--- src/rtl/ipc_mbox_pkg.sv ---
package ipc_mbox_pkg;

    localparam int NCH  = 4;
    localparam int DW   = 32;
    localparam int AW   = 4;
    localparam int CHW  = $clog2(NCH);
    localparam int FLW  = 3;

    localparam logic [AW-1:0] ADDR_CTL    = 4'd0;
    localparam logic [AW-1:0] ADDR_STS    = 4'd1;
    localparam logic [AW-1:0] ADDR_TX0    = 4'd2;
    localparam logic [AW-1:0] ADDR_RX0    = 4'd6;
    localparam logic [AW-1:0] ADDR_TX_END = ADDR_TX0 + AW'(NCH);
    localparam logic [AW-1:0] ADDR_RX_END = ADDR_RX0 + AW'(NCH);

    localparam int GP_HI   = 31;
    localparam int RX_HI   = 27;
    localparam int TX_HI   = 23;
    localparam int TRIG_HI = 19;
    localparam int FUP_BIT = 19;
    localparam int EP_BIT  = 18;
    localparam int PM_LO   = 16;
    localparam int IRQ_LO  = 20;

    typedef logic [NCH-1:0]        chvec_t;
    typedef logic [NCH-1:0][DW-1:0] slot_arr_t;

    typedef struct packed {
        chvec_t gp;
        chvec_t rx;
        chvec_t tx;
    } irq_en_t;

    typedef struct packed {
        chvec_t          pend;
        chvec_t          rx_full;
        chvec_t          tx_empty;
        logic            fup;
        logic            ep;
        logic [1:0]      pm;
        logic [FLW-1:0]  flags;
    } side_status_t;

    // channel n sits at bit (hi - n)
    function automatic chvec_t fld_get(logic [DW-1:0] w, int hi);
        chvec_t r;
        for (int n = 0; n < NCH; n++) r[n] = w[hi-n];
        return r;
    endfunction

    function automatic logic [DW-1:0] fld_put(chvec_t v, int hi);
        logic [DW-1:0] r;
        r = '0;
        for (int n = 0; n < NCH; n++) r[hi-n] = v[n];
        return r;
    endfunction

    function automatic logic [DW-1:0] pack_status(side_status_t s);
        logic [DW-1:0] r;
        r = fld_put(s.pend, GP_HI) | fld_put(s.rx_full, RX_HI) | fld_put(s.tx_empty, TX_HI);
        r[FUP_BIT]        = s.fup;
        r[EP_BIT]         = s.ep;
        r[PM_LO+1:PM_LO]  = s.pm;
        r[FLW-1:0]        = s.flags;
        return r;
    endfunction

    function automatic logic [DW-1:0] pack_ctrl(irq_en_t en, chvec_t trig, logic [FLW-1:0] fl);
        logic [DW-1:0] r;
        r = fld_put(en.gp, GP_HI) | fld_put(en.rx, RX_HI) | fld_put(en.tx, TX_HI)
          | fld_put(trig, TRIG_HI);
        r[FLW-1:0] = fl;
        return r;
    endfunction

endpackage

--- src/rtl/ipc_msg_lane.sv ---
module ipc_msg_lane
    import ipc_mbox_pkg::*;
(
    input  logic             clk,
    input  logic             rst,
    input  logic             wr_en,
    input  logic [CHW-1:0]   wr_ch,
    input  logic [DW-1:0]    wr_data,
    input  logic             rd_en,
    input  logic [CHW-1:0]   rd_ch,
    output chvec_t           full,
    output slot_arr_t        data
);

    for (genvar n = 0; n < NCH; n++) begin : g_slot
        always_ff @(posedge clk) begin
            if (rst) begin
                full[n] <= 1'b0;
                data[n] <= '0;
            end else if (wr_en && wr_ch == CHW'(n) && !full[n]) begin
                full[n] <= 1'b1;
                data[n] <= wr_data;
            end else if (rd_en && rd_ch == CHW'(n)) begin
                full[n] <= 1'b0;
            end
        end
    end

endmodule

--- src/rtl/ipc_side_ctl.sv ---
module ipc_side_ctl
    import ipc_mbox_pkg::*;
#(
    parameter int FUP_CYCLES = 2
) (
    input  logic             clk,
    input  logic             rst,
    input  logic             ctl_wr,
    input  logic             sts_wr,
    input  logic [DW-1:0]    wdata,
    input  chvec_t           far_trig_set,
    input  chvec_t           far_pend,
    output irq_en_t          en,
    output chvec_t           trig,
    output chvec_t           trig_set,
    output chvec_t           pend,
    output logic [FLW-1:0]   flag_own,
    output logic [FLW-1:0]   flag_pub,
    output logic             fup,
    output logic             ep
);

    localparam int CNT_W = $clog2(FUP_CYCLES + 1);

    logic [CNT_W-1:0] fup_cnt;
    chvec_t           clr_req;
    chvec_t           trig_req;

    always_comb begin
        clr_req  = sts_wr ? fld_get(wdata, GP_HI)   : '0;
        trig_req = ctl_wr ? fld_get(wdata, TRIG_HI) : '0;
        trig_set = trig_req & ~trig;
    end

    always_ff @(posedge clk) begin
        if (rst) begin
            en       <= '0;
            trig     <= '0;
            pend     <= '0;
            flag_own <= '0;
            flag_pub <= '0;
            fup_cnt  <= '0;
        end else begin
            if (ctl_wr) begin
                en <= '{gp: fld_get(wdata, GP_HI),
                        rx: fld_get(wdata, RX_HI),
                        tx: fld_get(wdata, TX_HI)};
            end
            // a trigger stays up while the far side still holds it pending
            trig <= trig_set | (trig & far_pend);
            pend <= (pend & ~clr_req) | far_trig_set;
            if (fup_cnt == '0) begin
                if (ctl_wr) begin
                    flag_own <= wdata[FLW-1:0];
                    fup_cnt  <= CNT_W'(FUP_CYCLES);
                end
            end else begin
                fup_cnt <= fup_cnt - 1'b1;
                if (fup_cnt == CNT_W'(1)) flag_pub <= flag_own;
            end
        end
    end

    assign fup = (fup_cnt != '0);
    assign ep  = fup | (|trig);

endmodule

--- src/rtl/ipc_side_port.sv ---
module ipc_side_port
    import ipc_mbox_pkg::*;
(
    input  logic [AW-1:0]   addr,
    input  logic            wr_en,
    input  logic            rd_en,
    input  logic [DW-1:0]   ctrl_word,
    input  logic [DW-1:0]   status_word,
    input  slot_arr_t       rx_data,
    output logic            ctl_wr,
    output logic            sts_wr,
    output logic            tx_wr,
    output logic [CHW-1:0]  tx_ch,
    output logic            rx_rd,
    output logic [CHW-1:0]  rx_ch,
    output logic [DW-1:0]   rdata,
    output logic            irq
);

    logic          in_tx;
    logic          in_rx;
    logic [AW-1:0] tx_off;
    logic [AW-1:0] rx_off;

    always_comb begin
        in_tx  = (addr >= ADDR_TX0) && (addr < ADDR_TX_END);
        in_rx  = (addr >= ADDR_RX0) && (addr < ADDR_RX_END);
        tx_off = addr - ADDR_TX0;
        rx_off = addr - ADDR_RX0;
        tx_ch  = tx_off[CHW-1:0];
        rx_ch  = rx_off[CHW-1:0];
        ctl_wr = wr_en && (addr == ADDR_CTL);
        sts_wr = wr_en && (addr == ADDR_STS);
        tx_wr  = wr_en && in_tx;
        rx_rd  = rd_en && in_rx;

        if (addr == ADDR_CTL)      rdata = ctrl_word;
        else if (addr == ADDR_STS) rdata = status_word;
        else if (in_rx)            rdata = rx_data[rx_ch];
        else                       rdata = '0;

        irq = |(ctrl_word[DW-1:IRQ_LO] & status_word[DW-1:IRQ_LO]);
    end

endmodule

--- src/rtl/ipc_mailbox.sv ---
module ipc_mailbox
    import ipc_mbox_pkg::*;
#(
    parameter int FUP_CYCLES = 2
) (
    input  logic           clk,
    input  logic           rst,
    input  logic           a_wr_en,
    input  logic           a_rd_en,
    input  logic [3:0]     a_addr,
    input  logic [31:0]    a_wdata,
    input  logic [1:0]     a_pmode,
    output logic [31:0]    a_rdata,
    output logic           a_irq,
    input  logic           b_wr_en,
    input  logic           b_rd_en,
    input  logic [3:0]     b_addr,
    input  logic [31:0]    b_wdata,
    input  logic [1:0]     b_pmode,
    output logic [31:0]    b_rdata,
    output logic           b_irq
);

    // decode results
    logic a_ctl_wr, a_sts_wr, a_tx_wr, a_rx_rd;
    logic b_ctl_wr, b_sts_wr, b_tx_wr, b_rx_rd;
    logic [CHW-1:0] a_tx_ch, a_rx_ch, b_tx_ch, b_rx_ch;

    // lanes: ab carries A->B, ba carries B->A
    chvec_t    ab_full, ba_full;
    slot_arr_t ab_data, ba_data;

    // per-side control state
    irq_en_t        a_en, b_en;
    chvec_t         a_trig, b_trig, a_trig_set, b_trig_set, a_pend, b_pend;
    logic [FLW-1:0] a_flag_own, b_flag_own, a_flag_pub, b_flag_pub;
    logic           a_fup, b_fup, a_ep, b_ep;

    logic [DW-1:0]  a_ctrl_word, b_ctrl_word, a_status_word, b_status_word;

    ipc_msg_lane u_lane_ab (
        .clk(clk), .rst(rst),
        .wr_en(a_tx_wr), .wr_ch(a_tx_ch), .wr_data(a_wdata),
        .rd_en(b_rx_rd), .rd_ch(b_rx_ch),
        .full(ab_full), .data(ab_data)
    );

    ipc_msg_lane u_lane_ba (
        .clk(clk), .rst(rst),
        .wr_en(b_tx_wr), .wr_ch(b_tx_ch), .wr_data(b_wdata),
        .rd_en(a_rx_rd), .rd_ch(a_rx_ch),
        .full(ba_full), .data(ba_data)
    );

    ipc_side_ctl #(.FUP_CYCLES(FUP_CYCLES)) u_ctl_a (
        .clk(clk), .rst(rst),
        .ctl_wr(a_ctl_wr), .sts_wr(a_sts_wr), .wdata(a_wdata),
        .far_trig_set(b_trig_set), .far_pend(b_pend),
        .en(a_en), .trig(a_trig), .trig_set(a_trig_set), .pend(a_pend),
        .flag_own(a_flag_own), .flag_pub(a_flag_pub), .fup(a_fup), .ep(a_ep)
    );

    ipc_side_ctl #(.FUP_CYCLES(FUP_CYCLES)) u_ctl_b (
        .clk(clk), .rst(rst),
        .ctl_wr(b_ctl_wr), .sts_wr(b_sts_wr), .wdata(b_wdata),
        .far_trig_set(a_trig_set), .far_pend(a_pend),
        .en(b_en), .trig(b_trig), .trig_set(b_trig_set), .pend(b_pend),
        .flag_own(b_flag_own), .flag_pub(b_flag_pub), .fup(b_fup), .ep(b_ep)
    );

    always_comb begin
        a_ctrl_word   = pack_ctrl(a_en, a_trig, a_flag_own);
        b_ctrl_word   = pack_ctrl(b_en, b_trig, b_flag_own);
        a_status_word = pack_status('{pend: a_pend, rx_full: ba_full, tx_empty: ~ab_full,
                                      fup: a_fup, ep: a_ep, pm: b_pmode, flags: b_flag_pub});
        b_status_word = pack_status('{pend: b_pend, rx_full: ab_full, tx_empty: ~ba_full,
                                      fup: b_fup, ep: b_ep, pm: a_pmode, flags: a_flag_pub});
    end

    ipc_side_port u_port_a (
        .addr(a_addr), .wr_en(a_wr_en), .rd_en(a_rd_en),
        .ctrl_word(a_ctrl_word), .status_word(a_status_word), .rx_data(ba_data),
        .ctl_wr(a_ctl_wr), .sts_wr(a_sts_wr), .tx_wr(a_tx_wr), .tx_ch(a_tx_ch),
        .rx_rd(a_rx_rd), .rx_ch(a_rx_ch), .rdata(a_rdata), .irq(a_irq)
    );

    ipc_side_port u_port_b (
        .addr(b_addr), .wr_en(b_wr_en), .rd_en(b_rd_en),
        .ctrl_word(b_ctrl_word), .status_word(b_status_word), .rx_data(ab_data),
        .ctl_wr(b_ctl_wr), .sts_wr(b_sts_wr), .tx_wr(b_tx_wr), .tx_ch(b_tx_ch),
        .rx_rd(b_rx_rd), .rx_ch(b_rx_ch), .rdata(b_rdata), .irq(b_irq)
    );

endmodule

--- config.mk ---
export PLATFORM = sky130hd
export DESIGN_NAME = ipc_mailbox
export DESIGN_NICKNAME = d
export VERILOG_FILES = /design/src/rtl/ipc_mbox_pkg.sv /design/src/rtl/ipc_msg_lane.sv /design/src/rtl/ipc_side_ctl.sv /design/src/rtl/ipc_side_port.sv /design/src/rtl/ipc_mailbox.sv
export SDC_FILE = /design/constraint.sdc
export NUM_CORES = 1
export LEC_CHECK = 0
export BUFFER_PORTS_ARGS = -buffer_cell sky130_fd_sc_hd__buf_4
export CAP_MARGIN = 10
export CORE_MARGIN = 2
export CORE_UTILIZATION = 48
export CTS_BUF_LIST = sky130_fd_sc_hd__clkbuf_4
export DETAILED_ROUTE_END_ITERATION = 7
export GPL_TIMING_DRIVEN = 1
export PLACE_DENSITY = 0.67
export SYNTH_ARGS = -nofsm -noshare
export SYNTH_HDL_FRONTEND = slang
export SYNTH_SLANG_ARGS = --single-unit
--- constraint.sdc ---
create_clock -name clk -period 1.9 [get_ports clk]
set_input_delay 0.38 -clock clk [delete_from_list [all_inputs] [get_ports clk]]
set_output_delay 0.38 -clock clk [all_outputs]
set_load 0.02 [all_outputs]
==> flow_metrics.tcl, run 1 <==
set metrics [dict create \
    outcome "finished with violations" \
    failed_checks "setup timing" \
    worstPathArrival_ns 2.30 \
    drive_above_1_share_pct 32.6 \
    cts_num_sinks 320 \
    critical_setup_path_kind "reg -> out" \
    place_inst 2280 \
    pwr-share-clk_pct 40.5 \
    number_of_flops_mapped_to_enable_cells_by_yosys 0 \
    clockRootBuffer "clkbuf_4" \
    setup_repair_after_global_routing_missed_its_margin "true" \
    switching_share_pct 28.3 \
    synth_area_um2 15100 \
    post-layout-total-power_mw 15.6 \
    setup-violations-final 66 \
    grt-ovfl-total 0 \
    worst-path-max-fanout 2 \
    initial_utilization_pct 49.0 \
    detail_route.vias_per_cell 6.26 \
    type_of_element_launching_the_critical_path "register" \
    grt_max_degree 75 \
    fin_skew_ns 0.0535 \
    power.share.combinational_pct 15.3 \
    setup.worst_path.end_class "output port" \
    power.leakage_nw 7.10 \
    die-area_um2 32900 \
    rr_worst_depth 8 \
    total_switching_power_mw 4.42 \
    cell_internal_pwr_mw 11.2 \
    final_hold_viol_count 0 \
    mappedNetlistNets 1895 \
    timing.final.ws_setup_ns -0.785 \
    timing.rr.end "u_lane_ba.data[64]" \
    fin_crit_ns 2.68 \
    timing.final.max_slew_violations 0 \
    synth_largest_type_area_fraction_pct 42.4 \
    hold_path.class "in -> reg" \
    avgRoutedWirePerCell_um 21.5 \
    drc 0 \
    htree_num_levels 3 \
    synth_async_sr_flop_share_pct 0 \
    final_cell_area_um2 20400 \
    drt_iter0_markers 1835 \
    grt.total_usage_pct 32.0 \
    worstReg2RegStart "u_lane_ba.full[2]" \
    yosysTopAreaCell "dfxtp_1" \
    cts_made_buffers 88 \
    drt_pass1_iterations 6 \
    ys_ff_latch 320 \
    r2r_setup_slack_ns 0.12 \
    rows 64 \
    port-buffer-count 147 \
    grt_pass1_wl_um 84000 \
    tightestPinTransition_ns 0.554 \
    min_path_cells 4 \
    max_cap_viol_count 0 \
    placed_cell_area_um2 17900 \
    final_cells 2519 \
    y_dimension_of_the_die_um 181 \
    grt_antenna_before_repair 1 \
    final.setup.tns_ns -17.69 \
    synth.yosys.seq_area_share_pct 42.4 \
    route.final.wire_length_um 54300 \
    cts_tree "done" \
    count_of_mapped_cells_out_of_synthesis 1807 \
    core_um2 30800 \
    power_frac_seq_pct 44.1 \
    synth_cell_type_count 54 \
    worst_slew_margin_rel_pct 63.0 \
    max_freq_ghz 0.372 \
    dp_hpwl_um 33200 \
    num-nets-final 2146 \
    die_w_um 181 \
    synth_top_cells_by_count "a21oi_1, dfxtp_1, o21ai_0" \
    detailroute.via_count 15781 \
    pwr_density_cell_nw_per_um2 764 \
    antenna_left 0 \
    layout-area-overhead-vs-synth_pct 35.0 \
    min-delay-start "a_rd_en" \
    grt_pass1_vias 15203 \
    ioPinCount 148 \
    yosys_most_used_dff "dfxtp_1" \
    vdd_ir_drop_max_uv 432 \
    critPathRequiredTime_ns 1.52 \
    yosysWarnings 0 \
    min_period_over_period_pct 141 \
    clk_transition_reported_paths_ns 0.06 \
    ctsLongestPathBuffers 3 \
    dp_worst_setup_slack_ns -0.204 \
    clock_insertion_delay_worst_skew_ns 0.76 \
    syn_area_per_cell_um2 8.36 \
    yosys-top-cells-area "dfxtp_1, a21oi_1, o21ai_0" \
    capture_endpoint_of_the_worst_hold_path "u_lane_ba.full[0]" \
    gpl.final_weighted_congestion 0.898 \
]
## registers in the layout, summed over array words and instances, names as in the netlist, 3 cells and up
name              cells
u_ctl_a.flag_pub      3
u_ctl_a.flag_own      3
u_lane_ba.data      128
u_ctl_a.en           12
u_lane_ab.data      128
u_lane_ba.full        4
u_ctl_a.trig          4
u_ctl_b.flag_own      3
u_lane_ab.full        4
u_ctl_b.en           12
u_ctl_a.pend          4
u_ctl_b.trig          4
u_ctl_b.flag_pub      3
u_ctl_b.pend          4
## metal layers
| metal | vias up | share of wire [%] | track usage, % |
|---|---|---|---|
| met5 | - | 0 | 0 |
| met4 | 0 | 3.6 | 14.0 |
| met3 | 137 | 8.9 | 5.64 |
| met2 | 875 | 47 | 52.0 |
| met1 | 7609 | 41 | 42.0 |
| li1 | 7160 | - | - |
## cell families (layout without fill, tap and decap cells)
family | after synthesis | after routing | synth area share [%]
compound gates | 707 | 707 | 24.9
fa+ha+maj | 6 | 6 | 0.497
buf+inv | 241 | 555 | 6.71
flops | 320 | 320 | 42.4
mux | 91 | 91 | 9.68
other cells | 0 | 1 | 0
simple gates | 442 | 443 | 15.8
## metrics by stage
step                      util, %  hold slack [ns]
after floorplan                 -            0.445
after global placement       57.9            0.457
after detailed placement     57.9            0.464
after CTS                    65.7           0.0120
after global routing         66.2           0.0440
final                        66.2           0.0536
## layout by cell type, fill, tap and decap left out, types with 32 or more instances in the layout
master | netlist | layout
a21oi_1 | 320 | 313
buf_12 | 0 | 40
buf_4 | 3 | 181
buf_6 | 3 | 71
clkbuf_4 | 0 | 135
dfxtp_1 | 320 | 251
dfxtp_2 | 0 | 61
dlygate4sd3_1 | 0 | 67
mux2i_1 | 46 | 43
mux4_2 | 44 | 44
nand3_1 | 283 | 282
nor2_1 | 34 | 32
o21ai_0 | 302 | 283
## worst max path at each step
stage / cells past startpoint / endpoint / startpoint
after global routing: 6 / b_rdata[18] / u_ctl_b.fup_cnt[1]
after floorplan: 7 / b_rdata[19] / b_addr[2]
after detailed placement: 6 / b_rdata[20] / b_addr[1]
after global placement: 6 / b_rdata[20] / b_addr[1]
after CTS: 6 / b_rdata[18] / u_ctl_b.fup_cnt[1]
final: 6 / b_rdata[18] / u_ctl_b.fup_cnt[1]
## critical path, stage by stage, from the launching register on
cell and delay [ns]:
dfxtp_2 0.32, inv_2 0.07, ha_4 0.13, or4b_4 0.46, a221oi_4 0.30, o32ai_4 0.13, buf_6 0.15
## power groups by stage
stage                     clock network [mW]  logic [mW]  registers [mW]
after detailed placement                   0        2.07            7.03
final                                   6.32        2.39            6.88
after floorplan                            0        1.10            7.01
after CTS                               6.43        2.33            6.88
after global routing                    6.78        2.51            6.89
after global placement                     0        2.05            7.03
## cell type report
cell class / instances / area (µm²)
multi-input cells: 1247 / 8470
repair buffers: 360 / 3640
fillers: 2557 / 10400
diodes: 1 / 2.50
well taps: 396 / 495
inverters: 41 / 164
flip-flops and latches: 320 / 6510
clock buffers: 135 / 1010
clock inverters: 19 / 108
## repair_timing
item,in CTS,in global routing
resized for setup,178,47
hold buffers,67,0
endpoints found under the setup margin,66,66
pin swaps,39,15
hold endpoints to repair,310,0
setup buffers,10,6
cloned,1,0
No activity file was read; power rests on OpenSTA's default activity.
==> run 2, diff against run 1 <==
- HOLD_SLACK_MARGIN: not set -> 0.12
==> flow_metrics.tcl, run 2 (synthesis gave the netlist of run 1 again) <==
set metrics [dict create \
    outcome "finished with violations" \
    failed_checks "setup timing" \
    layout.cells.most_common "a21oi_1" \
    place_inst 2280 \
    dp_hpwl_um 33200 \
    drt_iter0_markers 1881 \
    post-layout-total-power_mw 15.6 \
    ctsLongestPathBuffers 3 \
    die_w_um 181 \
    grt_max_degree 75 \
    fin_crit_ns 2.68 \
    sequential_cell_area_um2 6510 \
    setup-violations-final 66 \
    htree_num_levels 3 \
    timing.final.max_slew_violations 0 \
    ioPinCount 148 \
    clk_transition_reported_paths_ns 0.07 \
    critPathRequiredTime_ns 1.52 \
    setup_repair_after_global_routing_missed_its_margin "true" \
    route.final.wire_length_um 54200 \
    y_dimension_of_the_die_um 181 \
    die-area_um2 32900 \
    final_cell_mix "a21oi_1, o21ai_0, nand3_1" \
    port-buffer-count 147 \
    drt_pass1_iterations 6 \
    cts_num_sinks 320 \
    max_cap_viol_count 0 \
    grt_antenna_before_repair 1 \
    clock_insertion_delay_worst_skew_ns 0.76 \
    grt_pass1_vias 15205 \
    setup.worst_path.end_class "output port" \
    cts_tree "done" \
    cts_made_buffers 88 \
    min_period_over_period_pct 141 \
    type_of_element_launching_the_critical_path "register" \
    layout-area-overhead-vs-synth_pct 35.1 \
    fillers 2556 \
    critical_path.slowest_cell "or4b_4" \
    final_cells 2520 \
    final_hold_viol_count 0 \
    critical_setup_path_kind "reg -> out" \
    worst-path-buf-inv 2 \
    pwr_density_cell_nw_per_um2 764 \
    dp_worst_setup_slack_ns -0.204 \
    antenna_left 0 \
    grt-ovfl-total 0 \
    drc 0 \
    core_um2 30800 \
    detail_route.vias_per_cell 6.28 \
    detailroute.via_count 15824 \
    rows 64 \
    clockRootBuffer "clkbuf_4" \
    hold-worst-slack_ns 0.266 \
    num-nets-final 2147 \
    crit_chain "inv_2 -> ha_4 -> or4b_4 -> a221oi_4 -> o32ai_4 -> buf_6" \
    avgRoutedWirePerCell_um 21.5 \
    fin_skew_ns 0.0559 \
    tightestPinTransition_ns 0.551 \
    crit_path_leading_delay_family "simple AND/OR/NAND/NOR gates" \
    gpl.final_weighted_congestion 0.898 \
    worstPathArrival_ns 2.30 \
    top_regs "u_lane_ab.data (128), u_lane_ba.data (128)" \
    worst-path-max-fanout 2 \
    power.leakage_nw 7.10 \
    multi_input_area_um2 8470 \
    worst_slew_margin_rel_pct 63.2 \
    grt_pass1_wl_um 84000 \
    timing.final.ws_setup_ns -0.780 \
    vdd_ir_drop_max_uv 427 \
    max_freq_ghz 0.373 \
    initial_utilization_pct 49.0 \
    drive_above_1_share_pct 32.6 \
    hold_path.class "in -> reg" \
    timing.critical_path.slowest_cell_delay_ns 0.46 \
    grt.total_usage_pct 32.0 \
]
==> run 2: repair_timing <==
| action | in CTS | in global routing |
|---|---|---|
| endpoints found under the setup margin | 66 | 66 |
| pin swaps | 39 | 15 |
| hold endpoints to repair | 319 | 0 |
| hold buffers | 68 | 0 |
| setup buffers | 10 | 6 |
| cloned | 1 | 0 |
| gates resized for setup | 178 | 47 |
==> run 2: metrics by stage <==
step	TNS (ns)	instance area, µm²	util [%]
4_1_cts	-20.08	20300	65.7
6_report	-17.76	20400	66.2
3_3_place_gp	-9.42	17900	57.9
2_1_floorplan	-0.737	15700	-
3_5_place_dp	-10.79	17900	57.9
5_1_grt	-21.68	20400	66.2
==> run 2: path summary, 6_finish.rpt <==
| path | from | to | cells past startpoint | slack [ns] |
|---|---|---|---|---|
| worst max-delay path | u_ctl_b.fup_cnt[1] | b_rdata[18] | 6 | -0.78 |
| worst min-delay path | b_wr_en | u_lane_ba.data[52] | 5 | 0.27 |
| worst max register to register | u_lane_ba.full[2] | u_lane_ba.data[64] | 8 | 0.10 |
| worst min register to register | u_lane_ba.data[34] | u_lane_ba.data[34] | 2 | 0.47 |
==> run 2: layout make-up <==
| cell class | instances | area share [%] |
|---|---|---|
| diodes | 1 | 0.0123 |
| clock buffers | 135 | 4.96 |
| clock inverters | 19 | 0.527 |
| inverters | 41 | 0.803 |
| multi-input cells | 1247 | 41.5 |
| flip-flops and latches | 320 | 31.9 |
| well taps | 396 | 2.43 |
| repair buffers | 361 | 17.9 |
==> run 2: tightest hold or removal path, cell delays in order <==
cell and delay, ns:
buf_4 0.15, nor4bb_4 0.16, buf_12 0.16, nand3_1 0.08
a21oi_1 0.05
==> run 2: routing by layer <==
| layer | track usage, % | up-vias | wire length [µm] |
|---|---|---|---|
| met2 | 52.0 | 857 | 25400 |
| met1 | 42.0 | 7652 | 22200 |
| met3 | 5.64 | 153 | 4620 |
| met4 | 14.0 | 0 | 2070 |
| li1 | - | 7162 | - |
| met5 | 0 | - | 0 |
==> run 2: power breakdown <==
group | internal, mW | switching [mW] | leakage [nW]
clock | 3.35 | 2.98 | 0.671
combinational | 1.01 | 1.38 | 3.81
sequential | 6.81 | 0.0683 | 2.62
total | 11.2 | 4.42 | 7.10
